<file path="config.mk">
export PLATFORM = sky130hd
export DESIGN_NAME = uart_rx_linestat
export DESIGN_NICKNAME = d
export VERILOG_FILES = /design/src/rtl/uart_rx_pkg.sv /design/src/rtl/uart_rx_frame.sv /design/src/rtl/uart_rx_queue.sv /design/src/rtl/uart_rx_status.sv /design/src/rtl/uart_rx_linestat.sv
export SDC_FILE = /design/constraint.sdc
export NUM_CORES = 1
export LEC_CHECK = 0
export CAP_MARGIN = 20
export CELL_PAD_IN_SITES_DETAIL_PLACEMENT = 2
export CELL_PAD_IN_SITES_GLOBAL_PLACEMENT = 2
export CORE_MARGIN = 4
export CORE_UTILIZATION = 40
export DETAILED_ROUTE_END_ITERATION = 16
export DONT_BUFFER_PORTS = 1
export PLACE_DENSITY = 0.81
export SYNTH_ARGS = -nofsm -noshare
export SYNTH_HDL_FRONTEND = slang
export SYNTH_SLANG_ARGS = --single-unit
</file>
<file path="constraint.sdc">
create_clock -name clk -period 4.05 [get_ports clk]
set_clock_uncertainty 0.1 [all_clocks]
set_input_delay 0.405 -clock clk [delete_from_list [all_inputs] [get_ports clk]]
set_output_delay 0.405 -clock clk [all_outputs]
set_load 0.05 [all_outputs]
</file>
<file path="src/rtl/uart_rx_pkg.sv">
package uart_rx_pkg;

    localparam int OSR      = 16;
    localparam int OSR_W    = $clog2(OSR);
    localparam int MID_TICK = OSR / 2;

    typedef enum logic [1:0] {
        PAR_ODD   = 2'b00,
        PAR_EVEN  = 2'b01,
        PAR_ONE   = 2'b10,
        PAR_ZERO  = 2'b11
    } par_kind_t;

    typedef enum logic [2:0] {
        RX_IDLE, RX_START, RX_DATA, RX_PAR, RX_STOP, RX_HOLD
    } rx_state_t;

    typedef struct packed {
        logic       brk;
        logic       ferr;
        logic       perr;
        logic [7:0] data;
    } rx_entry_t;

    function automatic logic [3:0] data_bits(input logic [1:0] code);
        return 4'd5 + {2'b00, code};
    endfunction

    function automatic logic [4:0] fill_level(input logic [1:0] code);
        case (code)
            2'b00:   return 5'd1;
            2'b01:   return 5'd4;
            2'b10:   return 5'd8;
            default: return 5'd14;
        endcase
    endfunction

    function automatic logic want_parity(input par_kind_t k, input logic [7:0] d,
                                         input logic [3:0] n);
        logic [7:0] mask;
        logic       x;
        mask = 8'hFF >> (4'd8 - n);
        x    = ^(d & mask);
        case (k)
            PAR_ODD:  return ~x;
            PAR_EVEN: return x;
            PAR_ONE:  return 1'b1;
            default:  return 1'b0;
        endcase
    endfunction

endpackage

</file>
<file path="src/rtl/uart_rx_frame.sv">
module uart_rx_frame
    import uart_rx_pkg::*;
(
    input  logic       clk,
    input  logic       rst,
    input  logic       line,
    input  logic       tick,
    input  logic [1:0] char_len,
    input  logic       par_on,
    input  logic [1:0] par_kind,
    output logic       done,
    output rx_entry_t  result
);
    rx_state_t        state;
    logic [OSR_W-1:0] cnt;
    logic [2:0]       bidx;
    logic [7:0]       shreg;
    logic             par_bit;
    logic             saw_one;
    logic [3:0]       nbits;
    logic             bit_end;
    logic             is_brk;

    assign nbits   = data_bits(char_len);
    assign bit_end = tick && (cnt == OSR_W'(OSR - 1));
    assign is_brk  = !line && !saw_one;

    always_ff @(posedge clk) begin
        if (rst) begin
            state   <= RX_IDLE;
            cnt     <= '0;
            bidx    <= '0;
            shreg   <= '0;
            par_bit <= 1'b0;
            saw_one <= 1'b0;
            done    <= 1'b0;
            result  <= '0;
        end else begin
            done <= 1'b0;
            case (state)
                RX_IDLE: begin
                    if (tick && !line) begin
                        state   <= RX_START;
                        cnt     <= '0;
                        bidx    <= '0;
                        shreg   <= '0;
                        saw_one <= 1'b0;
                    end
                end
                RX_START: begin
                    if (tick) begin
                        if (cnt == OSR_W'(MID_TICK - 1)) begin
                            cnt   <= '0;
                            state <= line ? RX_IDLE : RX_DATA;
                        end else begin
                            cnt <= cnt + 1'b1;
                        end
                    end
                end
                RX_DATA: begin
                    if (bit_end) begin
                        cnt         <= '0;
                        shreg[bidx] <= line;
                        saw_one     <= saw_one | line;
                        if ({1'b0, bidx} == nbits - 4'd1)
                            state <= par_on ? RX_PAR : RX_STOP;
                        else
                            bidx <= bidx + 1'b1;
                    end else if (tick) begin
                        cnt <= cnt + 1'b1;
                    end
                end
                RX_PAR: begin
                    if (bit_end) begin
                        cnt     <= '0;
                        par_bit <= line;
                        saw_one <= saw_one | line;
                        state   <= RX_STOP;
                    end else if (tick) begin
                        cnt <= cnt + 1'b1;
                    end
                end
                RX_STOP: begin
                    if (bit_end) begin
                        cnt         <= '0;
                        done        <= 1'b1;
                        result.data <= shreg;
                        result.brk  <= is_brk;
                        result.ferr <= !line && saw_one;
                        result.perr <= par_on && !is_brk &&
                                       (par_bit != want_parity(par_kind_t'(par_kind), shreg, nbits));
                        state       <= line ? RX_IDLE : RX_HOLD;
                    end else if (tick) begin
                        cnt <= cnt + 1'b1;
                    end
                end
                default: begin
                    if (line) state <= RX_IDLE;
                end
            endcase
        end
    end

    // A break character always carries an all-zero byte.
    assert_break_zero_R5: assert property (@(posedge clk) disable iff (rst)
        (done && result.brk) |-> (result.data == 8'h00));

    // A start that fails validation never produces a character.
    assert_no_false_start_R6: assert property (@(posedge clk) disable iff (rst)
        (state == RX_START && tick && cnt == OSR_W'(MID_TICK - 1) && line) |=> (state == RX_IDLE));
endmodule

</file>
<file path="src/rtl/uart_rx_queue.sv">
module uart_rx_queue
    import uart_rx_pkg::*;
#(
    parameter int DEPTH = 16
) (
    input  logic              clk,
    input  logic              rst,
    input  logic              flush,
    input  logic              push,
    input  rx_entry_t         wentry,
    input  logic              pop,
    output rx_entry_t         head,
    output logic [$clog2(DEPTH):0] count,
    output logic              accepted,
    output logic              overrun,
    output logic              err_queued
);
    localparam int AW = $clog2(DEPTH);

    rx_entry_t     mem [DEPTH];
    logic [AW:0]   wp, rp;
    logic          do_pop;

    assign count    = wp - rp;
    assign do_pop   = pop && (count != '0) && !flush;
    assign accepted = push && !flush && ((count != (AW+1)'(DEPTH)) || do_pop);
    assign overrun  = push && !flush && (count == (AW+1)'(DEPTH)) && !do_pop;
    assign head     = mem[rp[AW-1:0]];

    always_comb begin
        err_queued = 1'b0;
        for (int i = 0; i < DEPTH; i++) begin
            logic [AW-1:0] off;
            off = AW'(i) - rp[AW-1:0];
            if (({1'b0, off} < count) && (mem[i].perr || mem[i].ferr || mem[i].brk))
                err_queued = 1'b1;
        end
    end

    always_ff @(posedge clk) begin
        if (rst) begin
            wp <= '0;
            rp <= '0;
            for (int i = 0; i < DEPTH; i++) mem[i] <= '0;
        end else if (flush) begin
            wp <= '0;
            rp <= '0;
        end else begin
            if (accepted) begin
                mem[wp[AW-1:0]] <= wentry;
                wp <= wp + 1'b1;
            end
            if (do_pop) rp <= rp + 1'b1;
        end
    end

    assert_count_bound_R10: assert property (@(posedge clk) disable iff (rst)
        count <= (AW+1)'(DEPTH));

    assert_full_holds_R7: assert property (@(posedge clk) disable iff (rst)
        (count == (AW+1)'(DEPTH) && push && !pop && !flush) |=> (count == (AW+1)'(DEPTH)));

    assert_flush_empties_R11: assert property (@(posedge clk) disable iff (rst)
        flush |=> (count == '0));
endmodule

</file>
<file path="src/rtl/uart_rx_status.sv">
module uart_rx_status (
    input  logic       clk,
    input  logic       rst,
    input  logic       rd,
    input  logic       set_ovr,
    input  logic       set_par,
    input  logic       set_frm,
    input  logic       set_brk,
    input  logic       err_left,
    input  logic       ready,
    input  logic       hold_empty,
    input  logic       idle,
    output logic [7:0] status
);
    logic ovr, par, frm, brk, qerr;

    always_ff @(posedge clk) begin
        if (rst) begin
            ovr  <= 1'b0;
            par  <= 1'b0;
            frm  <= 1'b0;
            brk  <= 1'b0;
            qerr <= 1'b0;
        end else begin
            ovr  <= set_ovr | (ovr & !rd);
            par  <= set_par | (par & !rd);
            frm  <= set_frm | (frm & !rd);
            brk  <= set_brk | (brk & !rd);
            qerr <= (set_par | set_frm | set_brk) | (qerr & !(rd && !err_left));
        end
    end

    assign status = {qerr, idle, hold_empty, brk, frm, par, ovr, ready};

    assert_ovr_clear_R8: assert property (@(posedge clk) disable iff (rst)
        (rd && !set_ovr) |=> !status[1]);

    assert_ovr_set_R7: assert property (@(posedge clk) disable iff (rst)
        set_ovr |=> status[1]);

    assert_qerr_kept_R9: assert property (@(posedge clk) disable iff (rst)
        (status[7] && err_left) |=> status[7]);
endmodule

</file>
<file path="src/rtl/uart_rx_linestat.sv">
module uart_rx_linestat
    import uart_rx_pkg::*;
#(
    parameter int DEPTH = 16
) (
    input  logic       clk,
    input  logic       rst,
    input  logic       rxd,
    input  logic       os_tick,
    input  logic [1:0] char_len,
    input  logic       par_on,
    input  logic [1:0] par_kind,
    input  logic       q_flush,
    input  logic [1:0] fill_code,
    input  logic       pop_byte,
    input  logic       read_status,
    input  logic       tx_hold_empty,
    input  logic       tx_idle,
    output logic [7:0] rx_byte,
    output logic [7:0] line_status,
    output logic       fill_flag
);
    localparam int CW = $clog2(DEPTH) + 1;

    logic      sync1, sync2;
    logic      done;
    rx_entry_t fresh, head;
    logic [CW-1:0] count;
    logic      accepted, overrun, err_queued;

    always_ff @(posedge clk) begin
        if (rst) begin
            sync1 <= 1'b1;
            sync2 <= 1'b1;
        end else begin
            sync1 <= rxd;
            sync2 <= sync1;
        end
    end

    uart_rx_frame u_frame (
        .clk(clk), .rst(rst), .line(sync2), .tick(os_tick),
        .char_len(char_len), .par_on(par_on), .par_kind(par_kind),
        .done(done), .result(fresh)
    );

    uart_rx_queue #(.DEPTH(DEPTH)) u_queue (
        .clk(clk), .rst(rst), .flush(q_flush), .push(done), .wentry(fresh),
        .pop(pop_byte), .head(head), .count(count), .accepted(accepted),
        .overrun(overrun), .err_queued(err_queued)
    );

    uart_rx_status u_status (
        .clk(clk), .rst(rst), .rd(read_status), .set_ovr(overrun),
        .set_par(accepted && fresh.perr), .set_frm(accepted && fresh.ferr),
        .set_brk(accepted && fresh.brk), .err_left(err_queued),
        .ready(count != '0), .hold_empty(tx_hold_empty), .idle(tx_idle),
        .status(line_status)
    );

    assign rx_byte   = (count != '0) ? head.data : 8'h00;
    assign fill_flag = (count >= CW'(fill_level(fill_code)));

    assert_ready_tracks_R1: assert property (@(posedge clk) disable iff (rst)
        (count == '0) |-> (line_status[0] == 1'b0 && rx_byte == 8'h00));
endmodule

</file>
-- After elaboration in Yosys (flattened, before gate mapping)
Memory sizes are Yosys's and may differ from the RTL's. A register that Yosys moved wholly into a read port is not among the register bits.
Index checks and enable logic that the tools add are counted.
W data, S select, Z words.
- register bits: 49
- memory bits (writable): 176
- input port bits: 16
- output and inout bits: 17
- logic and storage cells: 265
- memories kept: 1
- $add $sub $neg: 24
- magnitude comparators: 19
- equal/unequal tests: 24
- shifts and indexed selects: 1
- mux-type cells: 65
- bitwise operators: 16
- reductions and logical operators: 95
- memories (name ; depth ; width ; read ports ; clocked after Yosys merged registers in ; write ports ; RTL line ; RTL):
    u_queue.mem ; 16 ; 11 ; 17 ; 1 ; 16 ; uart_rx_queue.sv:20 ; rx_entry_t mem [DEPTH];
- operator list (cell ; count):
    $lt A4 B5 Y1 ; 16
    $mux W3 ; 13
    $sub A4 B4 Y4 const A ; 9
    $logic_and A1 B1 Y1 ; 33
    $logic_or A1 B1 Y1 ; 33
    $mux W4 ; 8
    $mux W1 ; 30
    $mux W8 ; 3
    $pmux W4 S3 ; 2
    $pmux W8 S2 ; 1
    $sub A3 B4 Y4 const A ; 4
    $pmux W3 S5 ; 1
    $ne A2 B1 Y1 const B ; 7
    $mux W11 ; 1
    $reduce_or A11 Y1 ; 1
    $add A5 B1 Y5 const B ; 2
    $and A8 B8 Y8 ; 1
    $bwmux W8 ; 1
    $logic_not A1 Y1 ; 8
    $or A1 B1 Y1 ; 8
    $reduce_and A4 Y1 ; 2
    $reduce_and A8 Y1 ; 1
    $reduce_xor A8 Y1 ; 1
    $shr A8 B4 Y8 const A ; 1
    40 further kinds ; 57

-- Depth between registers and ports, before layout
An unclocked memory read counts as a cell.
- depth in word-level cells: 25
- depth in mapped cells: 12
- depth with buffers taken out: 12

-- By module
Synthesis repeated with hierarchy kept, for this count alone.
- cell total of the unflattened synthesis: 954
- area total of the unflattened synthesis: 11903.9 sq um
- modules (own cells, without submodules) (module ; times used ; cells an instance ; area an instance (sq um) ; seq. area each (sq um)):
    uart_rx_queue ; 1 ; 689 ; 9716.8 ; 5565.3
    uart_rx_frame ; 1 ; 207 ; 1697.9 ; 640.6
    uart_rx_linestat ; 1 ; 33 ; 275.3 ; 40.0
    uart_rx_status ; 1 ; 25 ; 214.0 ; 100.1

-- Worst setup path before layout
OpenSTA, ideal clock, no wires.
- kind: register to register
- start: reg u_queue.wp[0]
- end: mem u_queue.mem[0][0] (netlist bit), enable pin
- setup time: 0.394 ns
- data arrival time: 3.322 ns
- data required time: 3.556 ns
- setup slack: 0.234 ns
- stages on the path, launching flop included: 10
- path buffers: 1
- period minus slack after synthesis: 3.816 ns
- path through: dfxtp_1 > inv_1 > ha_1 > fa_1 > xor2_1 > and3_1 > a41oi_2 > or3b_1 > buf_6 > o21ai_0
- RTL lines (item ; RTL line ; RTL):
    start: declaration ; uart_rx_queue.sv:21 ; logic [AW:0] wp, rp;
    start signal: assignment ; uart_rx_queue.sv:51 ; wp <= wp + 1'b1;
    end: declaration ; uart_rx_queue.sv:20 ;

==> impl_metrics.yaml <==
routing:
  drtIter0Drc: 627
  routed.top_layer: "met5"
  dr.pass1.iters: 5
  ant_nets: 0
  routedWlPerCell_um: 24.7
  vias: 7618
  viasPerCell: 5.61
  drt-total-wl_um: 33600
  met1_length_um: 13600
  dr_wl_met2_um: 17500
  wl_met3_um: 1480
  drc: 0
final_layout:
  fin_nets: 1018
  area_growth_syn_to_layout_pct: 11.5
  fill_cells: 2839
  postLayoutCellArea_um2: 12800
  num_antenna_cells: 0
  drive_above_1_share_pct: 13.5
setup_path:
  worstPathRequired_ns: 4.33
  crit_fanout: 11
  cp_slowest_cell: "nor2_1"
  worstPathCellList: "inv_1 > ha_1 > fa_1 > nand2b_1 > a21oi_2 > xnor2_1 > a41oi_2 > buf_4 > nand3b_1 > nor2_1 > and2_1"
  endpoint_kind: "flop"
  rrSetupSlack_ns: 0.10
  rr_worst_depth: 11
  crit_arrival_ns: 4.22
  r2r_end: "u_queue.mem[8][3]"
  timing.critical_path.to: "u_queue.mem[8][3]"
  cpPeakStageDelay_ns: 0.64
  crit_family: "simple AND/OR/NAND/NOR gates"
  criticalPathCategory: "reg2reg"
  path_buf_inv: 2
  startpoint_type: "flop"
  cp_num_cells: 11
  r2r-start: "u_queue.wp[0]"
  cp-startpoint: "u_queue.wp[0]"
synth:
  ys_seq_area_share_pct: 55.2
  yosysWarnings: 0
  syn_avg_cell_area_um2: 11.9
  ys.flop_type: "edfxtp_1"
  synth-edff-count: 176
  netlist_top_cells_area: "edfxtp_1 (46%), and2_1 (10%), dfxtp_1 (9.2%)"
  yosys_register_bits: 229
  netlist_area_um2: 11500
  synth_area_leader_cell: "edfxtp_1"
  netlist_instances: 965
  netlist.area_leader.share_pct: 45.9
  synth_nets: 1020
  synth_cell_types: 66
  async_flop_share_pct: 0
placed_design:
  place_congestion: 0.848
  io_buffer_count: 0
  place_area_um2: 12000
  place.detailed.hpwl_um: 24000
clock_network:
  clock-sinks: 229
  clock_latency_ns: 0.52
  clk_pin_slew_ns: 0.06
  cts_tree: "done"
  cts-root-buf: "clkbuf_16"
  ctsHtreeMaxLevel: 1
  cts_buffers: 26
  cts_buffer_depth: 3
grt:
  grt_max_degree: 37
  grt_pass1_wl_um: 52100
  grt_pass1_vias: 8492
  track_usage_pct: 21.8
  grt-ovfl-total: 0
  antenna_found_initial: 1
timing:
  hold_viol: 0
  setup_viol: 0
  tightest_slew_ns: 0.877
  period_needed_ns: 3.95
  maxSlewHeadroom_pct: 41.4
  rsz0062_at_grt: "yes"
  slew_violations: 0
  fmax_ghz: 0.253
  holdWs_ns: 0.0304
  finalCritPeriodShare_pct: 97.4
power_and_ir_drop:
  ir_worst_vdd_mv: 0.250
  powerDensity_nw_per_um2: 393
  power.leakage_nw: 4.46
die:
  die_x_um: 178
  top_level_ports: 33
  start_util_pct: 41.0
  die_h_um: 178
  die_area_um2: 31500
  fp.coreArea_um2: 28100
  rows: 61
status:
  status: "complete, no violations"
worst_hold_path:
  holdCritPathClass: "in2reg"
job:
  maxCapViolCount: 0
[flip-flops by register name, summed over array words and instances, names as in the netlist, 3 cells and up, named ones only]
name and cells:
u_queue.mem 176, u_frame.result 11, u_frame.shreg 8, u_queue.rp 5
u_queue.wp 5, u_frame.cnt 4, u_frame.bidx 3, u_frame.state 3
[worst min-delay path by stage]
| stage | endpoint | start | slack [ns] | cells after the start |
|---|---|---|---|---|
| CTS | flop | pop_byte | 0.005 | 2 |
| finish | u_frame.state[1] | par_on | 0.03 | 2 |
| detailed placement | sync2 | sync1 | 0.32 | 1 |
| global route | u_queue.rp[1] | pop_byte | 0.02 | 2 |
| floorplan | sync2 | sync1 | 0.29 | 1 |
| global placement | sync2 | sync1 | 0.31 | 1 |
[power by group]
| part | leakage (nW) | internal (mW) | switching, mW |
|---|---|---|---|
| logic | 1.98 | 0.0625 | 0.103 |
| registers | 2.10 | 2.61 | 0.0408 |
| clock network | 0.383 | 1.30 | 0.926 |
| total | 4.46 | 3.97 | 1.07 |
[routing by layer]
| layer | track usage, % | vias to the layer above |
|---|---|---|
| met3 | 3.15 | 60 |
| met5 | 0 | - |
| met2 | 39.6 | 191 |
| met1 | 27.0 | 3946 |
| li1 | - | 3419 |
| met4 | 5.96 | 2 |
[per-stage QoR]
step	setup TNS (ns)	instances	utilization, %	worst slack, ns	power (mW)
final	0	1359	45.7	0.104	5.04
after detailed placement	0	1307	42.6	0.191	2.86
after floorplan	0	965	-	0.234	2.79
after global placement	0	1307	42.6	0.529	2.84
after CTS	0	1356	45.5	0.00442	5.09
after global routing	-4.12	1359	45.7	-0.161	5.22
[cells in the final DEF, fill, tap and decap left out, types with 19 or more instances in the layout]
master,Yosys,layout
xnor2_1,20,20
buf_4,13,31
mux4_2,40,40
ha_1,38,38
dfxtp_1,53,52
o21ai_0,39,37
nand2_1,55,55
edfxtp_1,176,176
nor2_1,54,53
nor3_1,19,19
a21oi_1,52,52
and2_1,185,181
clkbuf_16,0,27
inv_1,28,28
[cells by family (layout without fill, tap and decap cells)]
logic type | after synthesis | after routing | share of synthesized area, %
buffers and inverters | 97 | 113 | 3.70
AOI/OAI and AO/OA | 133 | 133 | 7.04
adders and majority gates | 40 | 40 | 4.39
muxes | 49 | 49 | 8.63
xor gates and xnor gates | 32 | 32 | 2.50
DFF | 229 | 229 | 55.2
and+or+nand+nor | 385 | 385 | 18.6
[timing repair]
| item | 4_1_cts | 5_1_grt |
|---|---|---|
| setup buffers | 0 | 3 |
| hold buffers | 3 | 0 |
| setup endpoints to repair | 0 | 73 |
| endpoints found under the hold margin | 37 | 0 |
| resized for setup | 0 | 11 |
[worst reg2reg max path: stages (launching register included)]
cell and delay (ns):
dfxtp_1 0.45, inv_1 0.13, ha_1 0.28, fa_1 0.48, nand2b_1 0.18, a21oi_2 0.22
xnor2_1 0.18, a41oi_2 0.34, buf_4 0.27, nand3b_1 0.28, nor2_1 0.64, and2_1 0.27
[cell usage after synthesis, drive strengths merged (19+ instances only)]
library cell  count
nor3             19
ha               38
nand2            55
mux4             40
dfxtp            53
buf              20
a21oi            53
xnor2            20
and2            185
o21ai            39
edfxtp          176
clkbuf           49
inv              28
nor2             58
[cell type report]
| cell class | instances | area (µm²) | area share, % |
|---|---|---|---|
| Sequential cell | 229 | 6350 | 49.5 |
| Multi-Input combinational cell | 639 | 4740 | 37.0 |
| Clock buffer | 37 | 723 | 5.64 |
| Tap cell | 378 | 473 | 3.69 |
| Timing Repair Buffer | 39 | 364 | 2.84 |
| Inverter | 28 | 105 | 0.820 |
| Clock inverter | 9 | 67.6 | 0.527 |
Note: power is estimated with default switching activity, not from simulation.
